==> src/rtl/gpsphase_pkg.sv <==
package gpsphase_pkg;

    localparam int ERR_W = 32;

    typedef enum logic [1:0] {
        MS_IDLE,
        MS_LOCAL_LEAD,
        MS_GPS_LEAD
    } meas_state_e;

    typedef struct packed {
        logic                    valid;
        logic signed [ERR_W-1:0] err;
    } phase_rpt_t;

    // Signed error from a tick distance: lag gives +mag, lead gives -mag,
    // then the fixed synchronizer latency is removed.
    function automatic logic signed [ERR_W-1:0] form_err(
        input logic             gps_lags,
        input logic [ERR_W-1:0] mag,
        input logic [ERR_W-1:0] lat
    );
        logic signed [ERR_W-1:0] s;
        s = gps_lags ? $signed(mag) : -$signed(mag);
        return s - $signed(lat);
    endfunction

endpackage

==> src/rtl/pps_edge_sync.sv <==
module pps_edge_sync #(
    parameter int STAGES = 2
) (
    input  logic clk,
    input  logic rst,
    input  logic pps_async,
    output logic rise
);
    logic [STAGES:0] sh_q;

    always_ff @(posedge clk) begin
        if (rst) sh_q <= '0;
        else     sh_q <= {sh_q[STAGES-1:0], pps_async};
    end

    assign rise = sh_q[STAGES-1] & ~sh_q[STAGES];


    rise_single_chk: assert property (@(posedge clk) disable iff (rst)
        rise |=> !rise);

endmodule

==> src/rtl/pps_local_div.sv <==
module pps_local_div #(
    parameter int DIV_COUNT = 10_000_000
) (
    input  logic clk,
    input  logic rst,
    input  logic osc_en,
    input  logic align_load,
    input  logic gps_rise,
    output logic local_pps
);
    localparam int CW = $clog2(DIV_COUNT);
    localparam logic [CW-1:0] LAST = CW'(DIV_COUNT - 1);

    logic [CW-1:0] cnt_q;
    logic          armed_q;
    logic          pps_q;

    always_ff @(posedge clk) begin
        if (rst) begin
            cnt_q   <= '0;
            armed_q <= 1'b0;
            pps_q   <= 1'b0;
        end else begin
            pps_q <= 1'b0;
            if (armed_q && gps_rise) begin
                cnt_q   <= '0;
                pps_q   <= 1'b1;
                armed_q <= align_load;
            end else begin
                if (align_load) armed_q <= 1'b1;
                if (osc_en) begin
                    if (cnt_q == LAST) begin
                        cnt_q <= '0;
                        pps_q <= 1'b1;
                    end else begin
                        cnt_q <= cnt_q + 1'b1;
                    end
                end
            end
        end
    end

    assign local_pps = pps_q;


    lpps_onecycle_chk: assert property (@(posedge clk) disable iff (rst)
        local_pps |=> !local_pps);


    realign_pulse_chk: assert property (@(posedge clk) disable iff (rst)
        (armed_q && gps_rise) |=> local_pps);

endmodule

==> src/rtl/pps_phase_meter.sv <==
module pps_phase_meter
    import gpsphase_pkg::*;
#(
    parameter int HALF_TICKS = 80_000_000,
    parameter int LAT        = 1
) (
    input  logic                    clk,
    input  logic                    rst,
    input  logic                    gps_evt,
    input  logic                    local_evt,
    output logic signed [ERR_W-1:0] phase_err,
    output logic                    err_valid
);
    localparam int CW = $clog2(HALF_TICKS + 1);
    localparam logic [CW-1:0] LIMIT = CW'(HALF_TICKS);
    localparam logic [ERR_W-1:0] LATV = ERR_W'(LAT);
    localparam int ERR_HI = HALF_TICKS - LAT;
    localparam int ERR_LO = -HALF_TICKS - LAT;

    meas_state_e   st_q;
    logic [CW-1:0] cnt_q;
    phase_rpt_t    rpt_q;

    always_ff @(posedge clk) begin
        if (rst) begin
            st_q  <= MS_IDLE;
            cnt_q <= '0;
            rpt_q <= '0;
        end else begin
            rpt_q.valid <= 1'b0;
            unique case (st_q)
                MS_IDLE: begin
                    if (gps_evt && local_evt) begin
                        rpt_q.valid <= 1'b1;
                        rpt_q.err   <= form_err(1'b1, '0, LATV);
                    end else if (local_evt) begin
                        st_q  <= MS_LOCAL_LEAD;
                        cnt_q <= CW'(1);
                    end else if (gps_evt) begin
                        st_q  <= MS_GPS_LEAD;
                        cnt_q <= CW'(1);
                    end
                end
                MS_LOCAL_LEAD: begin
                    if (gps_evt) begin
                        rpt_q.valid <= 1'b1;
                        rpt_q.err   <= form_err(1'b1, ERR_W'(cnt_q), LATV);
                        st_q        <= MS_IDLE;
                    end else if (local_evt) begin
                        cnt_q <= CW'(1);
                    end else if (cnt_q == LIMIT) begin
                        st_q <= MS_IDLE;
                    end else begin
                        cnt_q <= cnt_q + 1'b1;
                    end
                end
                MS_GPS_LEAD: begin
                    if (local_evt) begin
                        rpt_q.valid <= 1'b1;
                        rpt_q.err   <= form_err(1'b0, ERR_W'(cnt_q), LATV);
                        st_q        <= MS_IDLE;
                    end else if (gps_evt) begin
                        cnt_q <= CW'(1);
                    end else if (cnt_q == LIMIT) begin
                        st_q <= MS_IDLE;
                    end else begin
                        cnt_q <= cnt_q + 1'b1;
                    end
                end
                default: st_q <= MS_IDLE;
            endcase
        end
    end

    assign phase_err = rpt_q.err;
    assign err_valid = rpt_q.valid;


    valid_pulse_chk: assert property (@(posedge clk) disable iff (rst)
        err_valid |=> !err_valid);


    window_bound_chk: assert property (@(posedge clk) disable iff (rst)
        err_valid |-> (phase_err <= ERR_HI && phase_err >= ERR_LO));


    err_hold_chk: assert property (@(posedge clk) disable iff (rst)
        !err_valid |=> (err_valid || $stable(phase_err)));

endmodule

==> src/rtl/pps_loss_watch.sv <==
module pps_loss_watch #(
    parameter int MISS_TICKS = 240_000_000
) (
    input  logic clk,
    input  logic rst,
    input  logic gps_evt,
    output logic pps_missing
);
    localparam int CW = $clog2(MISS_TICKS + 1);
    localparam logic [CW-1:0] SAT  = CW'(MISS_TICKS);
    localparam logic [CW-1:0] TRIP = CW'(MISS_TICKS - 1);

    logic [CW-1:0] cnt_q;
    logic          miss_q;

    always_ff @(posedge clk) begin
        if (rst) begin
            cnt_q  <= '0;
            miss_q <= 1'b0;
        end else if (gps_evt) begin
            cnt_q  <= '0;
            miss_q <= 1'b0;
        end else if (cnt_q != SAT) begin
            cnt_q <= cnt_q + 1'b1;
            if (cnt_q == TRIP) miss_q <= 1'b1;
        end
    end

    assign pps_missing = miss_q;


    miss_clear_chk: assert property (@(posedge clk) disable iff (rst)
        gps_evt |=> !pps_missing);


    miss_hold_chk: assert property (@(posedge clk) disable iff (rst)
        (pps_missing && !gps_evt) |=> pps_missing);

endmodule

==> src/rtl/gps_pps_phase_detector.sv <==
module gps_pps_phase_detector
    import gpsphase_pkg::*;
#(
    parameter int DIV_COUNT    = 10_000_000,
    parameter int TICKS_PER_EN = 16,
    parameter int SYNC_STAGES  = 2
) (
    input  logic                    clk,
    input  logic                    rst,
    input  logic                    gps_pps_in,
    input  logic                    osc_en,
    input  logic                    align_load,
    output logic                    local_pps,
    output logic signed [ERR_W-1:0] phase_err,
    output logic                    err_valid,
    output logic                    pps_missing
);
    localparam int SECOND_TICKS = DIV_COUNT * TICKS_PER_EN;
    localparam int HALF_TICKS   = SECOND_TICKS / 2;
    localparam int MISS_TICKS   = SECOND_TICKS + HALF_TICKS;

    logic gps_rise;

    pps_edge_sync #(.STAGES(SYNC_STAGES)) u_sync (
        .clk       (clk),
        .rst       (rst),
        .pps_async (gps_pps_in),
        .rise      (gps_rise)
    );

    pps_local_div #(.DIV_COUNT(DIV_COUNT)) u_div (
        .clk        (clk),
        .rst        (rst),
        .osc_en     (osc_en),
        .align_load (align_load),
        .gps_rise   (gps_rise),
        .local_pps  (local_pps)
    );

    pps_phase_meter #(.HALF_TICKS(HALF_TICKS), .LAT(SYNC_STAGES - 1)) u_meter (
        .clk       (clk),
        .rst       (rst),
        .gps_evt   (gps_rise),
        .local_evt (local_pps),
        .phase_err (phase_err),
        .err_valid (err_valid)
    );

    pps_loss_watch #(.MISS_TICKS(MISS_TICKS)) u_loss (
        .clk         (clk),
        .rst         (rst),
        .gps_evt     (gps_rise),
        .pps_missing (pps_missing)
    );


    rst_quiet_chk: assert property (@(posedge clk)
        rst |=> (!local_pps && !err_valid && !pps_missing));

endmodule

==> config.mk <==
export PLATFORM = sky130hd
export DESIGN_NAME = gps_pps_phase_detector
export DESIGN_NICKNAME = d
export VERILOG_FILES = /design/src/rtl/gpsphase_pkg.sv /design/src/rtl/pps_edge_sync.sv /design/src/rtl/pps_local_div.sv /design/src/rtl/pps_phase_meter.sv /design/src/rtl/pps_loss_watch.sv /design/src/rtl/gps_pps_phase_detector.sv
export SDC_FILE = /design/constraint.sdc
export NUM_CORES = 1
export LEC_CHECK = 0
export ABC_CLOCK_PERIOD_IN_PS = 3030
export BUFFER_PORTS_ARGS = -buffer_cell sky130_fd_sc_hd__buf_2
export CORE_MARGIN = 8
export CORE_UTILIZATION = 35
export DETAILED_ROUTE_END_ITERATION = 12
export PLACE_DENSITY = 0.61
export SETUP_SLACK_MARGIN = 0.1
export SLEW_MARGIN = 0
export SYNTH_ARGS = -nofsm -noshare
export SYNTH_HDL_FRONTEND = slang
export SYNTH_SLANG_ARGS = --single-unit
==> constraint.sdc <==
create_clock -name clk -period 3.03 [get_ports clk]
set_input_delay 0.606 -clock clk [delete_from_list [all_inputs] [get_ports clk]]
set_output_delay 0.606 -clock clk [all_outputs]
set_load 0.005 [all_outputs]
==> results.sh, run 1 <==
export IMPL_postCtsSetupRepairBufs=0
export IMPL_finalInstanceArea_mm2=0.007458
export IMPL_synthCells=800
export IMPL_die_w_um=152.3
export IMPL_yosysTopAreaCellShare=0.3571
export IMPL_grt_max_degree=30
export IMPL_cts_reportedPaths_clkPinSlew_ns=0.05
export IMPL_post_synth_main_area_contributors="sky130_fd_sc_hd__dfxtp_1 36%, sky130_fd_sc_hd__nor2_1 4.4%, sky130_fd_sc_hd__a21oi_1 4.2%, sky130_fd_sc_hd__xnor2_1 3.5%, sky130_fd_sc_hd__o21ai_0 3.4%"
export IMPL_post_cts_hold_buffer_count=0
export IMPL_viasPerCell=5.669
export IMPL_worst_ir_drop_vdd_mv=0.4392
export IMPL_timing_critical_path_max_delay_family="simple AND/OR/NAND/NOR gates"
export IMPL_cts_htree_levels=4
export IMPL_worst_setup_path_startpoint="u_meter.st_q[0]"
export IMPL_timing_clock_skew_ns=0.01239
export IMPL_worst_path_buf_inv=1
export IMPL_routed_via_count=6015
export IMPL_final_setup_violation_count=0
export IMPL_combined_area_of_all_synthesized_cells_mm2=0.006504
export IMPL_post_layout_total_power_uw=4002
export IMPL_total_leakage_power_uw=0.002699
export IMPL_io_pins=40
export IMPL_root_buffer="sky130_fd_sc_hd__clkbuf_16"
export IMPL_route_detailed_wl_per_inst_um=16.34
export IMPL_synth_edf_count=0
export IMPL_dpl_hpwl_um=12190
export IMPL_fp_coreArea_mm2=0.01846
export IMPL_final_setup_tns_ns=0
export IMPL_worst_slew_pin_transition_ns=0.6286
export IMPL_ys_flop_type="sky130_fd_sc_hd__dfxtp_1"
export IMPL_number_of_antenna_violations_at_the_first_check_in_global_routing=0
export IMPL_hold_violations=0
export IMPL_area_growth_pct=14.68
export IMPL_globalRouteTotalUtil=0.1513
export IMPL_rsz0062_at_grt="no"
export IMPL_required_ns=3.37
export IMPL_slowest_stage="sky130_fd_sc_hd__or4_1"
export IMPL_synth_sequential_area_ratio=0.3571
export IMPL_synth_async_sr_flop_share=0
export IMPL_seq_area_mm2=0.002322
export IMPL_flop_and_latch_count_out_of_synthesis=116
export IMPL_fraction_of_layout_instances_using_a_drive_strength_above_1=0.1368
export IMPL_synth_area_per_cell_um2=8.130
export IMPL_hold_path_end="u_div.armed_q"
export IMPL_synth_lib_cells_used_distinct=71
export IMPL_reg2regPathDepth=7
export IMPL_cts_buffers_inserted=17
export IMPL_crit_path_cell_trace="inv_1, ha_1, and3b_1, o21ai_1, nand4_2, or4_1, a21oi_1"
export IMPL_critical_path_arrival_ns=2.93
export IMPL_place_port_buffers=39
export IMPL_cts_repair_resized=0
export IMPL_use_met3=0.04141
export IMPL_route_detailed_drc=0
export IMPL_routed_wl_um=17340
export IMPL_top_cell_type_by_total_area_after_synthesis="sky130_fd_sc_hd__dfxtp_1"
export IMPL_rr_endpoint="u_meter.cnt_q[24]"
export IMPL_global_route_peak_usage_layer="met2"
export IMPL_gpl_final_weighted_congestion=0.8545
export IMPL_detail_route_iter0_violations=441
export IMPL_postRouteAntennaNets=0
export IMPL_detail_route_first_pass_iterations=6
export IMPL_grt_use_met1=0.2061
export IMPL_min_path_cells=3
export IMPL_critical_path_startpoint_type="flop"
export IMPL_max_slew_margin_rel=0.5777
export IMPL_cp_slowest_stage_delay_ns=0.56
export IMPL_yosysWarnings=0
export IMPL_die_h_um=152.3
export IMPL_wire_length_of_the_first_global_routing_pass_um=28900
export IMPL_design_die_area_mm2=0.02320
export IMPL_max_capacitance_violation_count=0
export IMPL_grt_ovfl_total=0
export IMPL_reg_to_reg_setup_timing_slack_ns=0.45
export IMPL_n_fill_cell=1867
export IMPL_status="finished clean"
export IMPL_worst_path_max_fanout=12
export IMPL_final_max_slew_violation_count=0
export IMPL_rr_startpoint="u_meter.st_q[0]"
export IMPL_start_util=0.3524
export IMPL_crit_path_end_kind="flop"
export IMPL_area_of_the_multi_input_gates_mm2=0.003802
export IMPL_groute_layer_met2_usage=0.2238
export IMPL_worstHoldStart="align_load"
export IMPL_tritoncts="yes"
export IMPL_power_density_mw_per_mm2=536.6
export IMPL_finish_net_count=828
export IMPL_hold_path_class="in -> reg"
export IMPL_syn_nets=815
export IMPL_dpl_instance_area_mm2=0.006842
export IMPL_pre_cts_slack_ns=0.5207
export IMPL_cts_path_max_buffers=2
export IMPL_fmax_mhz=387.2
export IMPL_via_count_of_the_first_global_routing_pass=5540
export IMPL_clock_latency_ns=0.42
export IMPL_rows=50
export IMPL_finalWorstPathRequiredPeriod_ns=2.583
export IMPL_path_class="reg -> reg"
export IMPL_final_critical_path_setup_slack_ns=0.4475
export IMPL_layout_worst_path_cycle_share=0.8523
export IMPL_cts_sink_count=116
## state kept, by name (all words and copies together), names as in the netlist
register            count
u_loss.pps_missing      1
u_loss.cnt_q           28
u_div.cnt_q            24
u_meter.cnt_q          27
u_meter.phase_err      28
u_div.armed_q           1
u_sync.sh_q             3
u_div.local_pps         1
u_meter.st_q            2
u_meter.err_valid       1
## layer usage
layer	wire [um]	up-vias
li1	-	2995
met1	8433	2831
met2	7512	170
met3	1187	19
met4	207	0
met5	0	-
## synth_stat cells, types with 4 or more instances
library cell,instances
sky130_fd_sc_hd__buf_4,8
sky130_fd_sc_hd__nand2b_1,6
sky130_fd_sc_hd__o21ai_0,44
sky130_fd_sc_hd__a221oi_1,4
sky130_fd_sc_hd__or4_1,14
sky130_fd_sc_hd__nor3b_1,4
sky130_fd_sc_hd__mux2i_1,9
sky130_fd_sc_hd__and3_1,10
sky130_fd_sc_hd__nor3_2,4
sky130_fd_sc_hd__inv_1,23
sky130_fd_sc_hd__o211ai_1,15
sky130_fd_sc_hd__a22o_1,4
sky130_fd_sc_hd__clkbuf_1,37
sky130_fd_sc_hd__nand2_1,46
sky130_fd_sc_hd__o31ai_1,13
sky130_fd_sc_hd__nand4_1,29
sky130_fd_sc_hd__a211o_1,4
sky130_fd_sc_hd__or3_1,18
sky130_fd_sc_hd__ha_1,10
sky130_fd_sc_hd__and2_1,6
sky130_fd_sc_hd__nor3_1,27
sky130_fd_sc_hd__nand3_1,35
sky130_fd_sc_hd__nor4b_1,7
sky130_fd_sc_hd__xnor2_1,26
sky130_fd_sc_hd__a31oi_1,9
sky130_fd_sc_hd__nor2_1,77
sky130_fd_sc_hd__buf_2,18
sky130_fd_sc_hd__xor2_1,21
sky130_fd_sc_hd__a22oi_1,5
sky130_fd_sc_hd__nand4_2,4
sky130_fd_sc_hd__nor2b_1,5
sky130_fd_sc_hd__a21oi_1,55
sky130_fd_sc_hd__and4_1,13
sky130_fd_sc_hd__nor4_1,14
sky130_fd_sc_hd__dfxtp_1,116
## per-stage QoR
step | std cells | hold WS [ns] | util
floorplan | 800 | 0.4138 | -
global placement | 1028 | 0.4215 | 0.3707
detailed placement | 1028 | 0.4266 | 0.3707
CTS | 1060 | 0.3931 | 0.4040
global route | 1060 | 0.3900 | 0.4040
finish | 1061 | 0.4031 | 0.4041
## power breakdown
part	total (uW)	switching, uW	internal [uW]
Clock	2070	696	1380
Sequential	1570	23.6	1550
Combinational	358	233	124
## cell type report
class / instances / area share
multi-input combinational: 597 / 0.5098
tap: 234 / 0.03926
clock inverter: 8 / 0.01644
inverter: 23 / 0.01158
timing repair buffer: 58 / 0.04529
clock buffer: 24 / 0.06593
sequential: 116 / 0.3114
antenna: 1 / 0.0003355
## cell usage in the layout (no fill, tap or decap), types with 4 or more instances in the layout
master                      count
sky130_fd_sc_hd__a211o_1        4
sky130_fd_sc_hd__a21oi_1       55
sky130_fd_sc_hd__a221oi_1       4
sky130_fd_sc_hd__a22o_1         4
sky130_fd_sc_hd__a22oi_1        5
sky130_fd_sc_hd__a31oi_1        9
sky130_fd_sc_hd__and2_1         6
sky130_fd_sc_hd__and3_1        10
sky130_fd_sc_hd__and4_1        13
sky130_fd_sc_hd__buf_2         39
sky130_fd_sc_hd__buf_4         19
sky130_fd_sc_hd__clkbuf_16     17
sky130_fd_sc_hd__clkbuf_8       4
sky130_fd_sc_hd__dfxtp_1      116
sky130_fd_sc_hd__ha_1          10
sky130_fd_sc_hd__inv_1         23
sky130_fd_sc_hd__mux2i_1        9
sky130_fd_sc_hd__nand2_1       46
sky130_fd_sc_hd__nand2b_1       6
sky130_fd_sc_hd__nand3_1       35
sky130_fd_sc_hd__nand4_1       29
sky130_fd_sc_hd__nand4_2        4
sky130_fd_sc_hd__nor2_1        77
sky130_fd_sc_hd__nor2b_1        5
sky130_fd_sc_hd__nor3_1        27
sky130_fd_sc_hd__nor3_2         4
sky130_fd_sc_hd__nor3b_1        4
sky130_fd_sc_hd__nor4_1        14
sky130_fd_sc_hd__nor4b_1        7
sky130_fd_sc_hd__o211ai_1      15
sky130_fd_sc_hd__o21ai_0       43
sky130_fd_sc_hd__o31ai_1       13
sky130_fd_sc_hd__or3_1         18
sky130_fd_sc_hd__or4_1         14
sky130_fd_sc_hd__xnor2_1       26
sky130_fd_sc_hd__xor2_1        21
## kinds of logic (layout without fill, tap and decap cells)
logic type | Yosys count | after routing | synth area share
flops | 116 | 116 | 0.3571
buf+inv | 87 | 113 | 0.05829
xor+xnor | 47 | 47 | 0.06329
other cells | 0 | 1 | 0
compound gates | 190 | 190 | 0.1906
simple gates | 341 | 341 | 0.2976
mux | 9 | 9 | 0.01385
fa+ha+maj | 10 | 10 | 0.01924
## tightest hold or removal path, delay by kind of cell
family	cells	cell delay [ns]
buf+inv	1	0.08
simple gates	1	0.07
compound gates	1	0.03
## how the worst max path moves through the flow
stage | end | slack (ns) | cells after the start
floorplan | u_meter.cnt_q[20] | 0.94 | 9
global placement | u_meter.cnt_q[24] | 0.61 | 7
detailed placement | u_meter.cnt_q[13] | 0.52 | 8
CTS | u_meter.cnt_q[13] | 0.50 | 8
global route | u_meter.cnt_q[24] | 0.22 | 7
finish | u_meter.cnt_q[24] | 0.45 | 7
Note: power is estimated with default switching activity, not from simulation.
==> inputs of run 2 (changes only) <==
--- a/config.mk
+++ b/config.mk
@@ -8,9 +8,9 @@
 export ABC_CLOCK_PERIOD_IN_PS = 3030
 export BUFFER_PORTS_ARGS = -buffer_cell sky130_fd_sc_hd__buf_2
-export CORE_MARGIN = 8
 export CORE_UTILIZATION = 35
 export DETAILED_ROUTE_END_ITERATION = 12
 export PLACE_DENSITY = 0.61
 export SETUP_SLACK_MARGIN = 0.1
+export SKIP_CTS_REPAIR_TIMING = 1
 export SLEW_MARGIN = 0
 export SYNTH_ARGS = -nofsm -noshare
==> constraint.sdc (replaced) <==
create_clock -name clk -period 3.03 [get_ports clk]
set_input_delay 0.303 -clock clk [delete_from_list [all_inputs] [get_ports clk]]
set_output_delay 0.303 -clock clk [all_outputs]
set_load 0.005 [all_outputs]
==> run 2 against run 1 <==
  * The run now ends with DRC left
  * Maximum frequency up 0.49%
  * Combinational power down 1%
  * Clock skew down 0.0022 ns
  * Clock-buffer cell count down 1
  * Power up 0.14%
  * Die area down 18%
  * Sequential power about the same
  * Critical path depth unchanged
  * First-iteration DRC count up 22%
  * Sequential share of layout area up 0.17 points
  * Wire length down 1.2%
  * Largest cell class unchanged
==> results.sh, run 2 (same netlist as run 1, synthesis figures left out) <==
export IMPL_worst_slew_pin_transition_ns=1.004
export IMPL_route_detailed_wl_per_inst_um=16.30
export IMPL_finish_net_count=824
export IMPL_fmax_mhz=389.1
export IMPL_hold_path_class="in -> reg"
export IMPL_max_slew_margin_rel=0.3293
export IMPL_die_h_um=138.3
export IMPL_viasPerCell=5.756
export IMPL_via_count_of_the_first_global_routing_pass=5499
export IMPL_gpl_final_weighted_congestion=0.8947
export IMPL_finalWorstPathRequiredPeriod_ns=2.570
export IMPL_routed_via_count=6050
export IMPL_area_of_the_multi_input_gates_mm2=0.003802
export IMPL_routed_metal_1_wirelength_um=8269
export IMPL_slowest_stage="sky130_fd_sc_hd__or4_1"
export IMPL_grt_ovfl_total=0
export IMPL_routed_wl_um=17130
export IMPL_cts_htree_levels=4
export IMPL_dpl_instance_area_mm2=0.006805
export IMPL_layout_top_registers="u_loss.cnt_q: 28 flops, u_meter.phase_err: 28 flops, u_meter.cnt_q: 27 flops"
export IMPL_max_capacitance_violation_count=0
export IMPL_worstHoldStart="align_load"
export IMPL_grt_max_degree=36
export IMPL_final_setup_tns_ns=0
export IMPL_wire_length_of_the_first_global_routing_pass_um=28440
export IMPL_tritoncts="yes"
export IMPL_hold_path_end="u_div.armed_q"
export IMPL_place_inst=1019
export IMPL_route_detailed_drc=10
export IMPL_most_common_layout_cells="116 x sky130_fd_sc_hd__dfxtp_1, 77 x sky130_fd_sc_hd__nor2_1, 55 x sky130_fd_sc_hd__a21oi_1"
export IMPL_die_w_um=138.3
export IMPL_postRouteAntennaNets=0
export IMPL_insertedDiodeCount=0
export IMPL_area_growth_pct=14.06
export IMPL_min_path_cells=3
export IMPL_met3RoutedLength_um=1035
export IMPL_worst_ir_drop_vdd_mv=0.4111
export IMPL_layout_worst_path_cycle_share=0.8482
export IMPL_met2WireLength_um=7620
export IMPL_timing_critical_path_max_delay_family="simple AND/OR/NAND/NOR gates"
export IMPL_seq_area_mm2=0.002322
export IMPL_crit_path_end_kind="flop"
export IMPL_dpl_hpwl_um=11910
export IMPL_finalInstanceArea_mm2=0.007418
export IMPL_fraction_of_layout_instances_using_a_drive_strength_above_1=0.1338
export IMPL_highest_signal_layer="met4"
export IMPL_design_die_area_mm2=0.01913
export IMPL_instances_no_fill=1051
export IMPL_final_setup_violation_count=0
export IMPL_reg2regPathDepth=7
export IMPL_start_util=0.3596
export IMPL_critical_path_arrival_ns=2.93
export IMPL_worst_path_max_fanout=12
export IMPL_path_class="reg -> reg"
export IMPL_worst_path_buf_inv=1
export IMPL_fp_coreArea_mm2=0.01809
export IMPL_detail_route_iter0_violations=536
export IMPL_clock_latency_ns=0.42
export IMPL_cts_sink_count=116
export IMPL_root_buffer="sky130_fd_sc_hd__clkbuf_16"
export IMPL_number_of_antenna_violations_at_the_first_check_in_global_routing=0
export IMPL_rr_startpoint="u_meter.st_q[0]"
export IMPL_n_fill_cell=1795
export IMPL_commonest_non_fill_non_tap_cell_in_the_layout="sky130_fd_sc_hd__dfxtp_1"
export IMPL_cp_slowest_stage_delay_ns=0.57
export IMPL_rsz0062_at_grt="no"
export IMPL_status="finished with violations"
export IMPL_final_max_slew_violation_count=0
export IMPL_cts_reportedPaths_clkPinSlew_ns=0.06
export IMPL_failed_checks="DRC"
export IMPL_globalRouteTotalUtil=0.1837
export IMPL_cts_buffers_inserted=17
export IMPL_rr_endpoint="u_meter.cnt_q[24]"
export IMPL_critical_path_startpoint_type="flop"
export IMPL_hold_violations=0
export IMPL_place_port_buffers=39
export IMPL_crit_path_cell_trace="inv_1, ha_1, and3b_1, o21ai_1, nand4_2, or4_1, a21oi_1"
export IMPL_io_pins=40
export IMPL_timing_clock_skew_ns=0.01015
export IMPL_detail_route_first_pass_iterations=9
export IMPL_reg_to_reg_setup_timing_slack_ns=0.46
export IMPL_rows=49
export IMPL_cts_path_max_buffers=2
export IMPL_total_leakage_power_uw=0.002683
export IMPL_required_ns=3.39
export IMPL_power_density_mw_per_mm2=540.2
run 2: cell count changes in the layout (fill, tap and decap cells not counted), sizes merged:
cell	delta
buf	-4
clkinv	+2
clkbuf	-1
clkinvlp	-1
diode	-1
run 2: power breakdown:
part	internal, uW	switching, uW	leakage, uW
clock network	1370	710	0.000299
logic	124	230	0.00145
registers	1550	23.6	0.000936
total	3040	963	0.00268
run 2: worst min-delay path: cells and delay by family:
family,cells,cell delay [ns]
buf+inv,1,0.08
simple gates,1,0.07
compound gates,1,0.03
run 2: final cells by class:
cell class	instances	share of cell area
multi-input combinational	597	0.5126
sequential	116	0.3130
clock inverter	9	0.01687
clock buffer	23	0.06578
tap	229	0.03862
timing repair buffer	54	0.04149
inverter	23	0.01164
run 2: per-layer routing:
layer / track usage / up-vias
li1: - / 2966
met1: 0.2563 / 2899
met2: 0.2784 / 164
met3: 0.04538 / 21
met4: 0.05381 / 0
met5: 0 / -
run 2: per-stage QoR:
stage / hold slack (ns) / utilization / power, uW / worst slack, ns
after floorplan: 0.4138 / - / 1858 / 0.9443
after global placement: 0.4460 / 0.3763 / 1949 / 0.6182
after detailed placement: 0.4433 / 0.3763 / 1951 / 0.5137
after CTS: 0.08150 / 0.4102 / 4034 / 0.4978
after global routing: 0.1398 / 0.4102 / 4162 / 0.2610
final: 0.09019 / 0.4102 / 4007 / 0.4600
run 2: worst max path at each step:
stage,to,startpoint,slack (ns),depth (start not counted)
after floorplan,u_meter.cnt_q[20],u_meter.st_q[0],0.94,9
after global placement,u_meter.cnt_q[24],u_meter.st_q[0],0.62,7
after detailed placement,u_meter.cnt_q[24],u_meter.st_q[0],0.51,7
after CTS,u_meter.cnt_q[24],u_meter.st_q[0],0.50,7
after global routing,u_meter.cnt_q[24],u_meter.st_q[0],0.26,7
final,u_meter.cnt_q[24],u_meter.st_q[0],0.46,7
